**config.mk**
```make
export PLATFORM = sky130hd
export DESIGN_NAME = scan_seq_top
export DESIGN_NICKNAME = d
export VERILOG_FILES = /design/src/rtl/scan_seq_pkg.sv /design/src/rtl/scan_seq_ctrl.sv /design/src/rtl/scan_seq_regs.sv /design/src/rtl/scan_seq_top.sv
export SDC_FILE = /design/constraint.sdc
export NUM_CORES = 1
export LEC_CHECK = 0
export BUFFER_PORTS_ARGS = -buffer_cell sky130_fd_sc_hd__clkbuf_2
export CORE_MARGIN = 4
export CORE_UTILIZATION = 54
export CTS_BUF_LIST = sky130_fd_sc_hd__clkbuf_16
export CTS_CLUSTER_SIZE = 30
export DETAILED_ROUTE_END_ITERATION = 10
export PLACE_DENSITY_LB_ADDON = 0.15
export SLEW_MARGIN = 20
export SYNTH_ARGS = -nofsm -noshare
export SYNTH_HDL_FRONTEND = slang
export SYNTH_SLANG_ARGS = --single-unit
```
**constraint.sdc**
```tcl
create_clock -name clk -period 1.55 [get_ports clk]
set_input_delay 0.0775 -clock clk [delete_from_list [all_inputs] [get_ports clk]]
set_output_delay 0.0775 -clock clk [all_outputs]
set_load 0.01 [all_outputs]
```
**src/rtl/scan_seq_pkg.sv**
```systemverilog
package scan_seq_pkg;
  localparam int SLOT_CNT = 8;
  localparam int SLOT_W   = $clog2(SLOT_CNT);
  localparam int CHAN_W   = 4;
  localparam int REG_W    = 16;
  localparam int ADDR_W   = SLOT_W + 1;
  localparam int LIST_W   = SLOT_CNT * CHAN_W;

  localparam logic [ADDR_W-1:0] ADDR_CTRL    = ADDR_W'(0);
  localparam logic [ADDR_W-1:0] ADDR_LIST_LO = ADDR_W'(1);
  localparam logic [ADDR_W-1:0] ADDR_LIST_HI = ADDR_W'(2);
  localparam logic [ADDR_W-1:0] ADDR_SKIP    = ADDR_W'(3);
  localparam logic [ADDR_W-1:0] ADDR_STATUS  = ADDR_W'(4);

  localparam int CTRL_START = 0;
  localparam int CTRL_HOLD  = 1;
  localparam int CTRL_SYNC  = 2;
  localparam int CTRL_IRQ   = 3;
  localparam int STAT_BUSY  = SLOT_CNT;
  localparam int STAT_EOS   = SLOT_CNT + 1;

  typedef struct packed {
    logic              storeEn;
    logic              scanDone;
    logic [SLOT_W-1:0] slot;
  } seqStrobe_t;
endpackage

```
**src/rtl/scan_seq_ctrl.sv**
```systemverilog
module scan_seq_ctrl
  import scan_seq_pkg::*;
(
  input  logic                clk,
  input  logic                rstN,
  input  logic                startTrig,
  input  logic                holdReq,
  input  logic [SLOT_CNT-1:0] skipMask,
  input  logic                convDone,
  output logic                convReq,
  output seqStrobe_t          strobe,
  output logic                busy,
  output logic                waiting
);
  logic [SLOT_CNT-1:0] pending;
  logic [SLOT_W-1:0]   curSlot;
  logic [SLOT_W-1:0]   nextSlot;
  logic                launch;
  logic                scanStart;

  // lowest pending slot wins
  always_comb begin
    nextSlot = '0;
    for (int i = SLOT_CNT - 1; i >= 0; i--) begin
      if (pending[i]) nextSlot = SLOT_W'(i);
    end
  end

  assign launch          = busy && !waiting && (pending != '0) && !holdReq;
  assign scanStart       = !busy && startTrig;
  assign strobe.storeEn  = waiting && convDone;
  assign strobe.scanDone = busy && !waiting && (pending == '0);
  assign strobe.slot     = curSlot;

  always_ff @(posedge clk) begin
    if (!rstN) begin
      busy    <= 1'b0;
      waiting <= 1'b0;
      pending <= '0;
      curSlot <= '0;
      convReq <= 1'b0;
    end else begin
      convReq <= launch;
      if (scanStart) begin
        busy    <= 1'b1;
        pending <= ~skipMask;
      end
      if (launch) begin
        waiting <= 1'b1;
        curSlot <= nextSlot;
      end
      if (strobe.storeEn) begin
        waiting          <= 1'b0;
        pending[curSlot] <= 1'b0;
      end
      if (strobe.scanDone) busy <= 1'b0;
    end
  end
endmodule

```
**src/rtl/scan_seq_regs.sv**
```systemverilog
module scan_seq_regs
  import scan_seq_pkg::*;
#(
  parameter int CODE_W = 12
) (
  input  logic                clk,
  input  logic                rstN,
  input  logic                wrEn,
  input  logic                rdEn,
  input  logic [ADDR_W-1:0]   addr,
  input  logic [REG_W-1:0]    wrData,
  output logic [REG_W-1:0]    rdData,
  input  logic                syncIn,
  input  logic [CODE_W-1:0]   convCode,
  input  seqStrobe_t          strobe,
  input  logic                busy,
  output logic                startTrig,
  output logic                holdReq,
  output logic [SLOT_CNT-1:0] skipMask,
  output logic [CHAN_W-1:0]   convChan,
  output logic                irqEos,
  output logic                eosFlag,
  output logic [SLOT_CNT-1:0] readyBits
);
  localparam int RES_W = SLOT_CNT * CODE_W;

  logic               syncEn;
  logic               irqEn;
  logic               syncPrev;
  logic [REG_W-1:0]   listLo;
  logic [REG_W-1:0]   listHi;
  logic [LIST_W-1:0]  chanFlat;
  logic [RES_W-1:0]   resultFlat;
  logic               ctrlWr;
  logic               statWr;

  assign ctrlWr    = wrEn && (addr == ADDR_CTRL);
  assign statWr    = wrEn && (addr == ADDR_STATUS);
  assign startTrig = (ctrlWr && wrData[CTRL_START]) || (syncEn && syncIn && !syncPrev);
  assign chanFlat  = {listHi, listLo};
  assign convChan  = chanFlat[int'(strobe.slot) * CHAN_W +: CHAN_W];
  assign irqEos    = eosFlag && irqEn;

  always_ff @(posedge clk) begin
    if (!rstN) begin
      holdReq  <= 1'b0;
      syncEn   <= 1'b0;
      irqEn    <= 1'b0;
      syncPrev <= 1'b0;
      listLo   <= '0;
      listHi   <= '0;
      skipMask <= '0;
      eosFlag  <= 1'b0;
    end else begin
      syncPrev <= syncIn;
      if (ctrlWr) begin
        holdReq <= wrData[CTRL_HOLD];
        syncEn  <= wrData[CTRL_SYNC];
        irqEn   <= wrData[CTRL_IRQ];
      end
      if (wrEn && addr == ADDR_LIST_LO) listLo <= wrData;
      if (wrEn && addr == ADDR_LIST_HI) listHi <= wrData;
      if (wrEn && addr == ADDR_SKIP) skipMask <= wrData[SLOT_CNT-1:0];
      if (strobe.scanDone) eosFlag <= 1'b1;
      else if (statWr && wrData[STAT_EOS]) eosFlag <= 1'b0;
    end
  end

  for (genvar g = 0; g < SLOT_CNT; g++) begin : gSlot
    logic [CODE_W-1:0] value;
    logic              rdy;
    logic              storeHit;
    logic              readHit;
    assign storeHit = strobe.storeEn && (strobe.slot == SLOT_W'(g));
    assign readHit  = rdEn && (addr == {1'b1, SLOT_W'(g)});
    always_ff @(posedge clk) begin
      if (!rstN) begin
        value <= '0;
        rdy   <= 1'b0;
      end else if (storeHit) begin
        value <= convCode;
        rdy   <= 1'b1;
      end else if (readHit) begin
        rdy   <= 1'b0;
      end
    end
    assign resultFlat[g*CODE_W +: CODE_W] = value;
    assign readyBits[g] = rdy;
  end

  always_comb begin
    rdData = '0;
    if (addr[ADDR_W-1]) begin
      rdData = REG_W'(resultFlat[int'(addr[SLOT_W-1:0]) * CODE_W +: CODE_W]);
    end else begin
      case (addr)
        ADDR_CTRL: begin
          rdData[CTRL_HOLD] = holdReq;
          rdData[CTRL_SYNC] = syncEn;
          rdData[CTRL_IRQ]  = irqEn;
        end
        ADDR_LIST_LO: rdData = listLo;
        ADDR_LIST_HI: rdData = listHi;
        ADDR_SKIP:    rdData[SLOT_CNT-1:0] = skipMask;
        ADDR_STATUS: begin
          rdData[SLOT_CNT-1:0] = readyBits;
          rdData[STAT_BUSY]    = busy;
          rdData[STAT_EOS]     = eosFlag;
        end
        default: rdData = '0;
      endcase
    end
  end
endmodule

```
**src/rtl/scan_seq_top.sv**
```systemverilog
module scan_seq_top
  import scan_seq_pkg::*;
#(
  parameter int CODE_W = 12
) (
  input  logic              clk,
  input  logic              rstN,
  input  logic              regWrEn,
  input  logic              regRdEn,
  input  logic [3:0]        regAddr,
  input  logic [15:0]       regWrData,
  output logic [15:0]       regRdData,
  input  logic              syncIn,
  output logic              convReq,
  output logic [3:0]        convChan,
  input  logic              convDone,
  input  logic [CODE_W-1:0] convCode,
  output logic              irqEos
);
  seqStrobe_t          strobe;
  logic                busy;
  logic                waiting;
  logic                startTrig;
  logic                holdReq;
  logic                eosFlag;
  logic [SLOT_CNT-1:0] skipMask;
  logic [SLOT_CNT-1:0] readyBits;

  scan_seq_ctrl ctrl_i (
    .clk      (clk),
    .rstN     (rstN),
    .startTrig(startTrig),
    .holdReq  (holdReq),
    .skipMask (skipMask),
    .convDone (convDone),
    .convReq  (convReq),
    .strobe   (strobe),
    .busy     (busy),
    .waiting  (waiting)
  );

  scan_seq_regs #(.CODE_W(CODE_W)) regs_i (
    .clk      (clk),
    .rstN     (rstN),
    .wrEn     (regWrEn),
    .rdEn     (regRdEn),
    .addr     (regAddr),
    .wrData   (regWrData),
    .rdData   (regRdData),
    .syncIn   (syncIn),
    .convCode (convCode),
    .strobe   (strobe),
    .busy     (busy),
    .startTrig(startTrig),
    .holdReq  (holdReq),
    .skipMask (skipMask),
    .convChan (convChan),
    .irqEos   (irqEos),
    .eosFlag  (eosFlag),
    .readyBits(readyBits)
  );
endmodule

```
# [Word-level counts from Yosys, hierarchy flattened]
# Cells that the tools add are included.
[word_totals] reg_bits=163 input_bits=38 out_inout_bits=22 wordCells=147
[classes] n_mul=1 magnitude_cmp=2 n_eq_ne=19 shifts=2 muxes=37 bitwise_logic=4 n_reduce_logical=53
[op_table] cell="96-bit by 32-bit variable part select with 12-bit output" count=1
[op_table] cell="1-bit logical AND" count=33
[op_table] cell="4-bit equality test (second input constant)" count=8
[op_table] cell="32-bit by 6-bit variable part select with 4-bit output" count=1
[op_table] cell="3-bit two-way mux" count=8
[op_table] cell="8-bit two-way mux" count=3
[op_table] cell="1-bit two-way mux" count=19
[op_table] cell="2-bit nonzero test" count=9
[op_table] cell="16-bit two-way mux" count=1
[op_table] cell="8-bit inverter" count=2
[op_table] cell="4-bit case mux with 4 select lines" count=1
[op_table] cell="3-bit case mux with 5 select lines" count=1
[op_table] cell="3-bit equality test (second input constant)" count=4
[op_table] cell="6-bit case mux with 2 select lines" count=1
[op_table] cell="8-bit bitwise AND" count=1
[op_table] cell="4-bit by 2-bit equality test with 1-bit output (second input constant)" count=2
[op_table] cell="8-bit zero test" count=1
[op_table] cell="8-bit nonzero test" count=1
[op_table] cell="3-bit by 2-bit equality test with 1-bit output (second input constant)" count=2
[op_table] cell="2-bit case mux with 3 select lines" count=1
[op_table] cell="3-bit by 2-bit multiplier with 5-bit output (second input constant)" count=1
[op_table] cell="4-bit by 1-bit equality test with 1-bit output (second input constant)" count=1
[op_table] cell="4-bit by 3-bit equality test with 1-bit output (second input constant)" count=1
[op_table] cell="1-bit zero test" count=4
[op_table] cell="10 further kinds" count=11

# [Longest topological paths before layout]
[logic_depth] ltp_word=9 mapped_depth=7 depth_no_buf=4

# [Cells and area by module]
# Synthesis repeated with hierarchy kept, for this count alone.
[unflattened] cells_unflattened=916 hier_area_um2=7836.3
[modules_own_cells] module="scan_seq_regs" instances=1 cells_per_inst=831 area_each_um2=7163.1
[modules_own_cells] module="scan_seq_ctrl" instances=1 cells_per_inst=85 area_each_um2=673.1

# [Worst setup path before layout]
# OpenSTA, ideal clock, no wires.
[synth_path] kind="reg2reg" from="reg ctrl_i.pending[3]" to="reg ctrl_i.busy" t_arrival_ns=1.463 required_ns=1.434 setup_slack_ns=-0.029 path_stages_with_launch=4 synth_period_minus_slack_ns=1.579 path_cell_list="dfxtp_1 > or4_4 > or4_4 > o211a_1"
[synth_between] elab_chain_len=3
[synth_lines] item="from (decl)" line_no="scan_seq_ctrl.sv:15" rtl="logic [SLOT_CNT-1:0] pending;"
[synth_lines] item="from (signal assigned)" line_no="scan_seq_ctrl.sv:46" rtl="pending <= ~skipMask;"
[synth_lines] item="8-bit zero test" line_no="scan_seq_ctrl.sv:32" rtl="assign strobe.scanDone = busy && !waiting && (pending == '0);"
[synth_lines] item="1-bit logical AND" line_no="scan_seq_ctrl.sv:32"
[synth_lines] item="2-bit OR reduction (no source line)"
[synth_lines] item="to (signal assigned)" line_no="scan_seq_ctrl.sv:37" rtl="busy <= 1'b0;"
[synth_lines] item="to (signal assigned)" line_no="scan_seq_ctrl.sv:45" rtl="busy <= 1'b1;"
[synth_lines] item="to (signal assigned)" line_no="scan_seq_ctrl.sv:56" rtl="if (strobe.scanDone) busy <= 1'b0;"
[synth_lines] item="to (decl)" line_no="scan_seq_ctrl.sv:12" rtl="output logic busy,"
# Every way passes these cells.
# A chain may end at the register's enable or synchronous reset.

# [Worst setup path after layout]
[layout_path] from="reg ctrl_i.curSlot[1]" to="out convChan[0]"
[layout_between] elab_chain_len=1
[layout_lines] item="from (decl)" line_no="scan_seq_ctrl.sv:16" rtl="logic [SLOT_W-1:0] curSlot;"
[layout_lines] item="from (signal assigned)" line_no="scan_seq_ctrl.sv:50" rtl="curSlot <= nextSlot;"
[layout_lines] item="32-bit by 6-bit variable part select with 4-bit output" line_no="scan_seq_regs.sv:41" rtl="assign convChan = chanFlat[int'(strobe.slot) * CHAN_W +: CHAN_W];"
[layout_lines] item="to (decl)" line_no="scan_seq_top.sv:15" rtl="output logic [3:0] convChan,"
# Every way passes these cells.

==> results.json <==
{
  "critPathBufInv": 2,
  "fin_nets": 999,
  "cpPeakStageDelay_ns": 0.51,
  "syn-num-nets": 860,
  "p_sw_w": 0.00226,
  "globalplace.congestion": 0.927,
  "finalSetupTns_ns": -10.86,
  "cts.sinks": 163,
  "io_pins": 60,
  "cp.required_ns": 1.47,
  "final.period_utilization": 1.23,
  "clock_path_buffers": 2,
  "drive_gt1_frac": 0.351,
  "start_util": 0.558,
  "antenna_found_initial": 0,
  "violations": "setup timing",
  "port_buffers": 59,
  "htreeDepth": 4,
  "finClkSkew_ns": 0.0113,
  "ys_seq_area_frac": 0.436,
  "grtUsageTotal": 0.300,
  "hold_class": "input pin to flop",
  "final_hold_viol_count": 0,
  "status": "finished, violations left",
  "synthFlopType": "dfxtp_1",
  "synth_area_um2": 7480,
  "vdd_ir_drop_max_v": 0.000851,
  "die-area_um2": 15800,
  "worstSkewPairLatency_ns": 0.44,
  "synthXorXnorAreaFrac": 0,
  "startpoint_type": "flop",
  "slew_viol_final": 0,
  "num_antenna_cells": 0,
  "synth_top_family_by_area": "simple AND/OR/NAND/NOR gates",
  "grt_max_degree": 41,
  "grt_pass1_vias": 6769,
  "worstPathCellList": "buf_12 > mux4_2 > mux2_4 > buf_6",
  "numCtsBuffers": 17,
  "ant_nets": 0,
  "yosysMostFrequentCell": "nand2_1",
  "synth_top_cell_by_area": "dfxtp_1",
  "gr-total-overflow": 0,
  "synth_compound_area_frac": 0.149,
  "synth_edf_count": 0,
  "dpl.cell_count": 1076,
  "avgViaCountPerCell": 6.02,
  "crit_path_end_kind": "primary output",
  "dp_slack_ns": -0.131,
  "synthMuxAreaShare": 0.168,
  "async_flop_share": 0,
  "cts_tree": "built",
  "rsz0062_at_grt": "true",
  "dr_total_vias": 6922,
  "setup_viol": 92,
  "clockRootBuffer": "clkbuf_16",
  "clock.fmax_mhz": 525,
  "max_slew_margin": 0.700,
  "area_growth_pct": 33.1,
  "worst_pin_slew_ns": 0.448,
  "criticalPathCategory": "flop to primary output",
  "syn_avg_cell_area_um2": 9.10,
  "die_x_um": 126,
  "p_leak_nw": 3.83,
  "fin_area_um2": 9950,
  "synthCells": 822,
  "dpl.hpwl_mm": 16.0,
  "die_height_um": 126,
  "drtIter0Drc": 755,
  "post_dp_cell_area_um2": 8480,
  "fin_ws_ns": -0.354,
  "synth.top_cells.by_area": "dfxtp_1, mux4_2, nand2_1",
  "drcViolationCount": 0,
  "combPwrFrac": 0.067,
  "critPathMaxFanout": 6,
  "synth_common_cells": "nand2_1, dfxtp_1, a21oi_1, nor2_1, mux2i_1",
  "power_density_nw_per_um2": 903,
  "rows": 42,
  "drt-pass1-iter-count": 6,
  "yosysUniqueCellTypes": 49,
  "ys_ff_latch": 163,
  "internal_power_w": 0.00672,
  "wirelength_mm": 23.8,
  "synthAdderAreaFrac": 0,
  "worstPathArrival_ns": 1.83,
  "cp_top_family": "multiplexers",
  "cp_slowest_cell": "mux4_2",
  "p_sw_frac": 0.252,
  "pwr-share-clk": 0.462,
  "synthSimpleGateAreaFrac": 0.194,
  "core_region_area_um2": 13400,
  "cap_violations": 0,
  "fin_cells": 1150,
  "seq_power_share": 0.470,
  "yosysWarningCount": 0,
  "wl_per_cell_um": 20.7,
  "grt_pass1_wl_mm": 36.9,
  "clk_pin_slew_ns": 0.07,
  "min_period_ns": 1.90,
  "synth_top_area_frac": 0.436,
  "fill_cells": 943
}
[per-stage QoR]
stage,utilization,total power [W],hold slack (ns)
floorplan,-,0.00460,0.199
global placement,0.633,0.00481,0.307
detailed placement,0.633,0.00482,0.319
CTS,0.715,0.00896,0.00247
global route,0.742,0.00925,0.00673
finish,0.742,0.00898,0.0168
[timing repair]
| item | CTS | global route |
|---|---|---|
| cloned | 0 | 1 |
| hold buffers | 27 | 0 |
| gates resized for setup | 57 | 84 |
| endpoints found under the setup margin | 27 | 127 |
| hold endpoints to repair | 86 | 0 |
| buffers inserted | 8 | 7 |
| pin swaps | 14 | 19 |
[power by group through the flow]
stage | Sequential, W | Combinational (W) | Clock [W]
2_1_floorplan | 0.00431 | 0.000287 | 0
3_3_place_gp | 0.00432 | 0.000490 | 0
3_5_place_dp | 0.00432 | 0.000500 | 0
4_1_cts | 0.00422 | 0.000566 | 0.00417
5_1_grt | 0.00422 | 0.000640 | 0.00438
6_report | 0.00423 | 0.000603 | 0.00415
[metal layers]
layer / vias to the layer above / track usage / routed length [µm]
li1: 3149 / - / -
met1: 3341 / 0.367 / 9230
met2: 343 / 0.506 / 11700
met3: 89 / 0.0601 / 1640
met4: 0 / 0.147 / 1230
met5: - / 0 / 0
[layout by cell type, fill, tap and decap left out, types with 26 or more instances in the layout]
| cell | n |
|---|---|
| nand2_1 | 179 |
| dfxtp_1 | 139 |
| a21oi_1 | 81 |
| buf_4 | 73 |
| nor2_1 | 54 |
| clkbuf_2 | 51 |
| mux2i_1 | 46 |
| mux4_2 | 32 |
| dlygate4sd3_1 | 27 |
| a21oi_2 | 26 |
[registers in the layout, summed over array words and instances (netlist names)]
name                cells
regs_i.irqEn            1
ctrl_i.convReq          1
ctrl_i.busy             1
regs_i.syncEn           1
ctrl_i.pending          8
regs_i.gSlot.rdy        8
regs_i.listLo          16
regs_i.eosFlag          1
regs_i.skipMask         8
regs_i.holdReq          1
regs_i.gSlot.value     96
ctrl_i.waiting          1
regs_i.syncPrev         1
regs_i.listHi          16
ctrl_i.curSlot          3
[worst paths after layout]
path	start	slack (ns)	cells after the start	to
setup / recovery	ctrl_i.curSlot[1]$_SDFFE_PN0P_	-0.35	4	convChan[0]
hold / removal	convCode[6]	0.02	3	regs_i.gSlot[6].value[6]$_SDFFE_PN0P_
setup reg to reg	ctrl_i.curSlot[1]$_SDFFE_PN0P_	-0.18	8	regs_i.gSlot[6].value[3]$_SDFFE_PN0P_
hold reg to reg	regs_i.gSlot[2].value[10]$_SDFFE_PN0P_	0.46	2	regs_i.gSlot[2].value[10]$_SDFFE_PN0P_
[area by class of cell]
type / instances / area (µm²) / share of cell area
Timing Repair Buffer: 193 / 1680 / 0.169
Clock buffer: 17 / 425 / 0.0428
Multi-Input combinational cell: 578 / 4150 / 0.417
Inverter: 8 / 32.5 / 0.00327
Tap cell: 176 / 220 / 0.0221
Sequential cell: 163 / 3300 / 0.332
Clock inverter: 15 / 146 / 0.0147
[worst reg2reg max path, cell delays in order (launching register included)]
cell and delay (ns):
dfxtp_2 0.34, buf_12 0.13, buf_4 0.18, buf_8 0.17, nand3b_1 0.20, nor2_2 0.20
buf_6 0.18, mux2i_1 0.19, nor2_1 0.05
[cells by family (layout without fill, tap and decap cells)]
| kind of cell | count (synthesis) | after routing |
|---|---|---|
| AOI/OAI and AO/OA | 176 | 176 |
| buffers and inverters | 81 | 233 |
| DFF | 163 | 163 |
| muxes | 85 | 85 |
| and+or+nand+nor | 317 | 317 |
Note: power is estimated with default switching activity, not from simulation.
